**src/rtl/recsup_pkg.sv**
```systemverilog
package recsup_pkg;

  typedef enum logic [1:0] {
    SUP_IDLE = 2'd0,
    SUP_REQ  = 2'd1,
    SUP_WAIT = 2'd2
  } supState_t;

  typedef struct packed {
    logic clearWatch;
    logic bumpCount;
  } supStrobe_t;

endpackage

```
**src/rtl/recsup_datapath.sv**
```systemverilog
module recsup_datapath
  import recsup_pkg::*;
#(
  parameter int CNT_W  = 16,
  parameter int STAT_W = 8
) (
  input  logic              clk,
  input  logic              rstN,
  input  logic              heartbeat,
  input  logic [CNT_W-1:0]  timeoutCycles,
  input  supStrobe_t        strobe,
  output logic              wdExpired,
  output logic [STAT_W-1:0] recoveryCount
);

  localparam logic [STAT_W-1:0] COUNT_MAX = '1;
  localparam logic [CNT_W-1:0]  ELAPSED_MAX = '1;

  logic [CNT_W-1:0] elapsed;
  logic             watchOn;

  assign watchOn = (timeoutCycles != '0) && !strobe.clearWatch;

  // Expiry on the T-th silent cycle; >= tolerates a limit lowered at runtime
  assign wdExpired = watchOn && !heartbeat &&
                     (elapsed >= (timeoutCycles - CNT_W'(1)));

  always_ff @(posedge clk) begin
    if (!rstN) begin
      elapsed <= '0;
    end else if (strobe.clearWatch || heartbeat || (timeoutCycles == '0)) begin
      elapsed <= '0;
    end else if (elapsed != ELAPSED_MAX) begin
      elapsed <= elapsed + CNT_W'(1);
    end
  end

  always_ff @(posedge clk) begin
    if (!rstN) begin
      recoveryCount <= '0;
    end else if (strobe.bumpCount && (recoveryCount != COUNT_MAX)) begin
      recoveryCount <= recoveryCount + STAT_W'(1);
    end
  end


  watch_fresh_chk: assert property (@(posedge clk) disable iff (!rstN)
    strobe.clearWatch |=> (elapsed == '0));


  count_step_chk: assert property (@(posedge clk) disable iff (!rstN)
    (strobe.bumpCount && (recoveryCount != COUNT_MAX)) |=>
      (recoveryCount == $past(recoveryCount) + STAT_W'(1)));


  count_sat_chk: assert property (@(posedge clk) disable iff (!rstN)
    (recoveryCount == COUNT_MAX) |=> (recoveryCount == COUNT_MAX));

endmodule

```
**src/rtl/recsup_control.sv**
```systemverilog
module recsup_control
  import recsup_pkg::*;
(
  input  logic       clk,
  input  logic       rstN,
  input  logic       eccUncorrectable,
  input  logic       wdExpired,
  input  logic       engBusy,
  input  logic       engDone,
  output supStrobe_t strobe,
  output logic       reqValid,
  output logic       holdReset
);

  supState_t state, stateNext;
  logic      trigger;

  assign trigger = eccUncorrectable || wdExpired;

  always_comb begin
    stateNext = state;
    case (state)
      SUP_IDLE: if (trigger) stateNext = SUP_REQ;
      SUP_REQ: begin
        if (engDone)      stateNext = SUP_IDLE;
        else if (engBusy) stateNext = SUP_WAIT;
      end
      SUP_WAIT: if (engDone) stateNext = SUP_IDLE;
      default:  stateNext = SUP_IDLE;
    endcase
  end

  always_ff @(posedge clk) begin
    if (!rstN) state <= SUP_IDLE;
    else       state <= stateNext;
  end

  assign reqValid          = (state == SUP_REQ);
  assign holdReset         = (state != SUP_IDLE);
  assign strobe.clearWatch = (state != SUP_IDLE);
  assign strobe.bumpCount  = (state != SUP_IDLE) && engDone;


  dbl_trigger_chk: assert property (@(posedge clk) disable iff (!rstN)
    ((state == SUP_IDLE) && eccUncorrectable) |=> (state == SUP_REQ));


  req_hold_chk: assert property (@(posedge clk) disable iff (!rstN)
    ((state == SUP_REQ) && !engBusy && !engDone) |=> (state == SUP_REQ));


  no_nested_chk: assert property (@(posedge clk) disable iff (!rstN)
    ((state == SUP_WAIT) && !engDone) |=> (state == SUP_WAIT));


  hold_release_chk: assert property (@(posedge clk) disable iff (!rstN)
    ((state != SUP_IDLE) && engDone) |=> (state == SUP_IDLE));

endmodule

```
**src/rtl/recovery_supervisor.sv**
```systemverilog
module recovery_supervisor
  import recsup_pkg::*;
#(
  parameter int CNT_W     = 16,
  parameter int STAT_W    = 8,
  parameter int REGION_W  = 4,
  parameter int REGION_ID = 3
) (
  input  logic                clk,
  input  logic                rstN,
  input  logic [CNT_W-1:0]    timeoutCycles,
  input  logic                heartbeat,
  input  logic                eccCorrected,
  input  logic                eccUncorrectable,
  input  logic                engBusy,
  input  logic                engDone,
  output logic                reqValid,
  output logic [REGION_W-1:0] reqRegion,
  output logic                holdReset,
  output logic [STAT_W-1:0]   recoveryCount
);

  localparam logic [REGION_W-1:0] REGION_CODE = REGION_W'(REGION_ID);

  supStrobe_t strobe;
  logic       wdExpired;

  recsup_control u_control (
    .clk              (clk),
    .rstN             (rstN),
    .eccUncorrectable (eccUncorrectable),
    .wdExpired        (wdExpired),
    .engBusy          (engBusy),
    .engDone          (engDone),
    .strobe           (strobe),
    .reqValid         (reqValid),
    .holdReset        (holdReset)
  );

  recsup_datapath #(
    .CNT_W  (CNT_W),
    .STAT_W (STAT_W)
  ) u_datapath (
    .clk           (clk),
    .rstN          (rstN),
    .heartbeat     (heartbeat),
    .timeoutCycles (timeoutCycles),
    .strobe        (strobe),
    .wdExpired     (wdExpired),
    .recoveryCount (recoveryCount)
  );

  assign reqRegion = reqValid ? REGION_CODE : '0;


  single_ignored_chk: assert property (@(posedge clk) disable iff (!rstN)
    (!holdReset && eccCorrected && !eccUncorrectable && heartbeat) |=> !reqValid);


  req_in_hold_chk: assert property (@(posedge clk) disable iff (!rstN)
    reqValid |-> holdReset);


  reset_clear_chk: assert property (@(posedge clk)
    !rstN |=> (!reqValid && !holdReset && (recoveryCount == '0)));

endmodule

```
**config.mk**
```make
export PLATFORM = sky130hd
export DESIGN_NAME = recovery_supervisor
export DESIGN_NICKNAME = d
export VERILOG_FILES = /design/src/rtl/recsup_pkg.sv /design/src/rtl/recsup_datapath.sv /design/src/rtl/recsup_control.sv /design/src/rtl/recovery_supervisor.sv
export SDC_FILE = /design/constraint.sdc
export NUM_CORES = 1
export LEC_CHECK = 0
export BUFFER_PORTS_ARGS = -buffer_cell sky130_fd_sc_hd__buf_2
export CORE_MARGIN = 8
export CORE_UTILIZATION = 50
export CTS_CLUSTER_DIAMETER = 50
export CTS_CLUSTER_SIZE = 28
export DETAILED_ROUTE_END_ITERATION = 8
export PLACE_DENSITY_LB_ADDON = 0.2
export REMOVE_ABC_BUFFERS = 1
export SLEW_MARGIN = 20
export SYNTH_ARGS = -nofsm -noshare
export SYNTH_HDL_FRONTEND = slang
export SYNTH_HIERARCHICAL = 1
export SYNTH_SLANG_ARGS = --single-unit
export TNS_END_PERCENT = 50
```
**constraint.sdc**
```tcl
create_clock -name clk -period 2.7 [get_ports clk]
set_input_delay 0.27 -clock clk [delete_from_list [all_inputs] [get_ports clk]]
set_output_delay 0.27 -clock clk [all_outputs]
set_load 0.05 [all_outputs]
```
==> summary.md <==
| Metric | Value |
|---|---|
| Max VDD drop | between 0.4 and 0.5 mV |
| Commonest cells post-synth | nor2_1 (34), dfxtp_1 (26), ha_1 (19), nand2_1 (19), xnor2_1 (18) |
| Worst reg2reg path endpoint | u_control/state[0]$_SDFFE_PN0P_ |
| Clk slew on worst S/H paths | about 0.09 ns |
| Pin count of the biggest net entering global routing | 17 |
| Nets | 331 |
| Synth Area in Simple Gates | 0.3528 |
| Syn Area/Cell | 8.261 um2 |
| Yosys cell types | 44 |
| Inserted Diodes | 0 |
| Register area share after synthesis | 0.2693 |
| Layout cells sized above 1 | 0.2882 |
| CP max stage delay | 0.48 ns |
| Fin crit share | 0.9944 |
| Main combinational cell family by area after synthesis | simple AND/OR/NAND/NOR gates |
| Number of global-route vias before repair | 1,711 |
| Cts bufs inserted | 3 |
| Root Buffer | clkbuf_8 |
| Hold WS | 0.2469 ns |
| Multiplexer area fraction after synthesis | 0.01553 |
| Adder-cell area share of the yosys netlist | 0.1230 |
| Pleak | 0.9549 nW |
| DR WL/cell | 12.97 um |
| Setup violators final | 0 |
| Final Hold Fails | 0 |
| Ranking of synthesized cells by area | dfxtp_1 (27%), ha_1 (12%), xnor2_1 (8.2%), nor2_1 (6.6%), nand2_1 (3.7%) |
| Cells after Synth | 234 |
| # DRC | 0 |
| Arr. time, crit path | between 2 and 3 ns |
| Initial antenna violation count | 0 |
| Startpoint Class | input port |
| Total global routing overflow | 0 |
| Cell family contributing the most delay on the critical path | simple AND/OR/NAND/NOR gates |
| Reg2reg start | u_datapath/elapsed[0]$_SDFFE_PP0P_ |
| Setup TNS | 0 ns |
| Initial cell density of the core | 0.5241 |
| RSZ-0062 raised after global routing | yes |
| Iter 0 DRT Violations | 102 |
| Hold Crit Depth | 3 |
| Hold Crit Endpoint | u_control/state[1]$_SDFFE_PN0P_ |
| Max_cap viols | 0 |
| Final WL | 4357 um |
| Fin crit period | 2.685 ns |
| Kind of end point of the critical path | register |
| Slowest cell on crit path | or4b_4 |
| Number of synthesized flops with an enable pin | 0 |
| DIE AREA | 6112 um2 |
| Drt via density | 5.387 |
| Synth Cell Area | 1933 um2 |
| Critical path startpoint | timeoutCycles[1] |
| Synth area leader | dfxtp_1 |
| Skew-Pair Late Insertion Delay | ~0.27 ns |
| Port Buf Inserts | 33 |
| FFs w/ async S/R, synth | 0 |
| Top-area cell type share of the netlist area | 0.2693 |
| Worst hold path class | in -> reg |
| H-Tree Depth | 1 |
| Hold path start | engDone |
| Sink Count | 26 |
| Io pins | 37 |
| Register bit total from synthesis | 26 |
| Gr usage total | 0.1409 |
| Cts hold-fix bufs | 0 |
| Slew margin rel. | 0.5754 |
| Critical Path, Cell by Cell | buf_8 > inv_4 > ha_4 > or4b_4 > nor4_4 > nand2_1 > xor2_1 > ha_1 > and4_4 > buf_4 > o2111ai_4 > a21oi_2 > nor3_1 > and4bb_2 |
| Bufs and invs on worst path | 3 |
| Die Y | between 70 and 80 um |
| Predominant post-synthesis flop cell | dfxtp_1 |
| P per Cell Area | 334.6 nW/um2 |
| Worst clock skew | ~0.0015 ns |
| XOR/XNOR share of the synthesized area | 0.1087 |
| Synth warn | 6 |
| Run status | finished, final reports clean |
| Post-layout util | 0.6594 |
| Worst Max-Slew Pin Slew | 0.6316 ns |
| Post-route ant nets | 0 |
| Max-slew violation count | 0 |
| Fmax | 0.3724 GHz |
| DR pass1 iterations | 4 |
| DR vias | 1,810 |
| R2R cell count | 9 |
| Crit path kind | in -> reg |
| Area growth, synth to finish | 25.83% |
| Compound-cell area share of the yosys netlist | 0.09579 |
| CTS tree | yes |
| Core area | 3689 um2 |
| Rows | 22 |
| Global-route wire length before repair | around 7400 um |
| GPL Wtd Cong | between 0.8 and 0.9 |
| R2R Setup Slk | 0.73 ns |
| Critical path required time | 2.92 ns |
| DP Wirelength | 3443 um |
| Die width | 78.18 um |
| Largest fanout on the critical path | 3 |
| Most common cell in the netlist | nor2_1 |
| Clock Tree Buf Depth | 2 |
layer usage:
| metal | vias up | part of all wire | GRT usage | wire length, um |
|---|---|---|---|---|
| met2 | 11 | 0.50 | 0.2411 | 2157 |
| met1 | 838 | 0.48 | 0.1796 | 2089 |
| met4 | 0 | 0.0032 | 0.02037 | 14 |
| met3 | 2 | 0.022 | 0.03075 | 96 |
| met5 | - | 0 | 0 | 0 |
| li1 | 959 | - | - | - |
registers in the layout, indices dropped and copies added, names as in the netlist:
name                      count
u_datapath/elapsed           16
u_control/state               2
u_datapath/recoveryCount      8
per-stage QoR:
stage                     std cells  cell area [um2]  setup slack, ns  power (W)
final                           336             2432          0.01505  0.0008140
after CTS                       335             2354         0.001846  0.0008154
after detailed placement        330             2263          -0.4116  0.0005579
after global routing            336             2432         -0.09614  0.0008536
after floorplan                 229             1888          -0.1648  0.0004927
after global placement          330             2263          -0.3517  0.0005552
timing repair:
item	in CTS	in global routing
gates resized for setup	6	19
pin swaps	8	19
hold endpoints to repair	0	0
buffers inserted	1	1
setup endpoints to repair	1	1
area by class of cell:
type                       count  area [um2]
clock buffer                   4       55.05
fill                         347        1256
tap                           48       60.06
sequential                    26       520.5
inverter                       4       20.02
timing repair buffer          55       350.3
multi-input combinational    199        1426
worst max-delay path by stage:
| stage | depth (start not counted) | slack [ns] | endpoint |
|---|---|---|---|
| 2_1_floorplan | 12 | -0.16 | u_control/state[0]$_SDFFE_PN0P_ |
| 3_3_place_gp | 13 | -0.35 | u_control/state[0]$_SDFFE_PN0P_ |
| 3_5_place_dp | 13 | -0.41 | u_control/state[0]$_SDFFE_PN0P_ |
| 4_1_cts | 12 | 0.002 | u_control/state[0]$_SDFFE_PN0P_ |
| 5_1_grt | 14 | -0.1 | u_control/state[0]$_SDFFE_PN0P_ |
| 6_report | 14 | 0.02 | u_control/state[0]$_SDFFE_PN0P_ |
worst register-to-register path, delay by kind of cell (launching register included):
kind                     cells  cell delay [ns]
AO/OA/AOI/OAI                4             0.69
AND/OR/NAND/NOR              3             0.50
adder cells (fa/ha/maj)      1             0.26
buffers and inverters        1             0.07
flip-flops                   1             0.35
report_power, final:
part	switching, W	internal (W)
clock	0.000122	0.000131
sequential	0.00000576	0.000388
combinational	0.0000974	0.0000705
total	0.000225	0.000589
cells by family (layout without fill, tap and decap cells):
logic type / count (synthesis) / count (layout)
other: 1 / 2
AOI/OAI and AO/OA: 30 / 30
adders and majority gates: 19 / 19
xor gates and xnor gates: 24 / 24
DFF: 26 / 26
buffers and inverters: 10 / 63
and+or+nand+nor: 121 / 121
muxes: 3 / 3
layout by cell type, fill, tap and decap left out, types with 4 or more instances in the layout:
cell type,synthesis,final
xor2_1,6,6
buf_4,5,21
buf_2,0,31
xnor2_1,18,18
a211oi_1,5,5
dfxtp_1,26,26
nand2_1,19,19
nor2_1,34,34
nand4_1,8,8
o21ai_0,8,7
and4_1,5,4
a21oi_1,10,7
ha_1,19,18
nand3_1,11,11
nor3_1,14,11
clkbuf_8,0,4
Power figures use the tool's default switching activity.
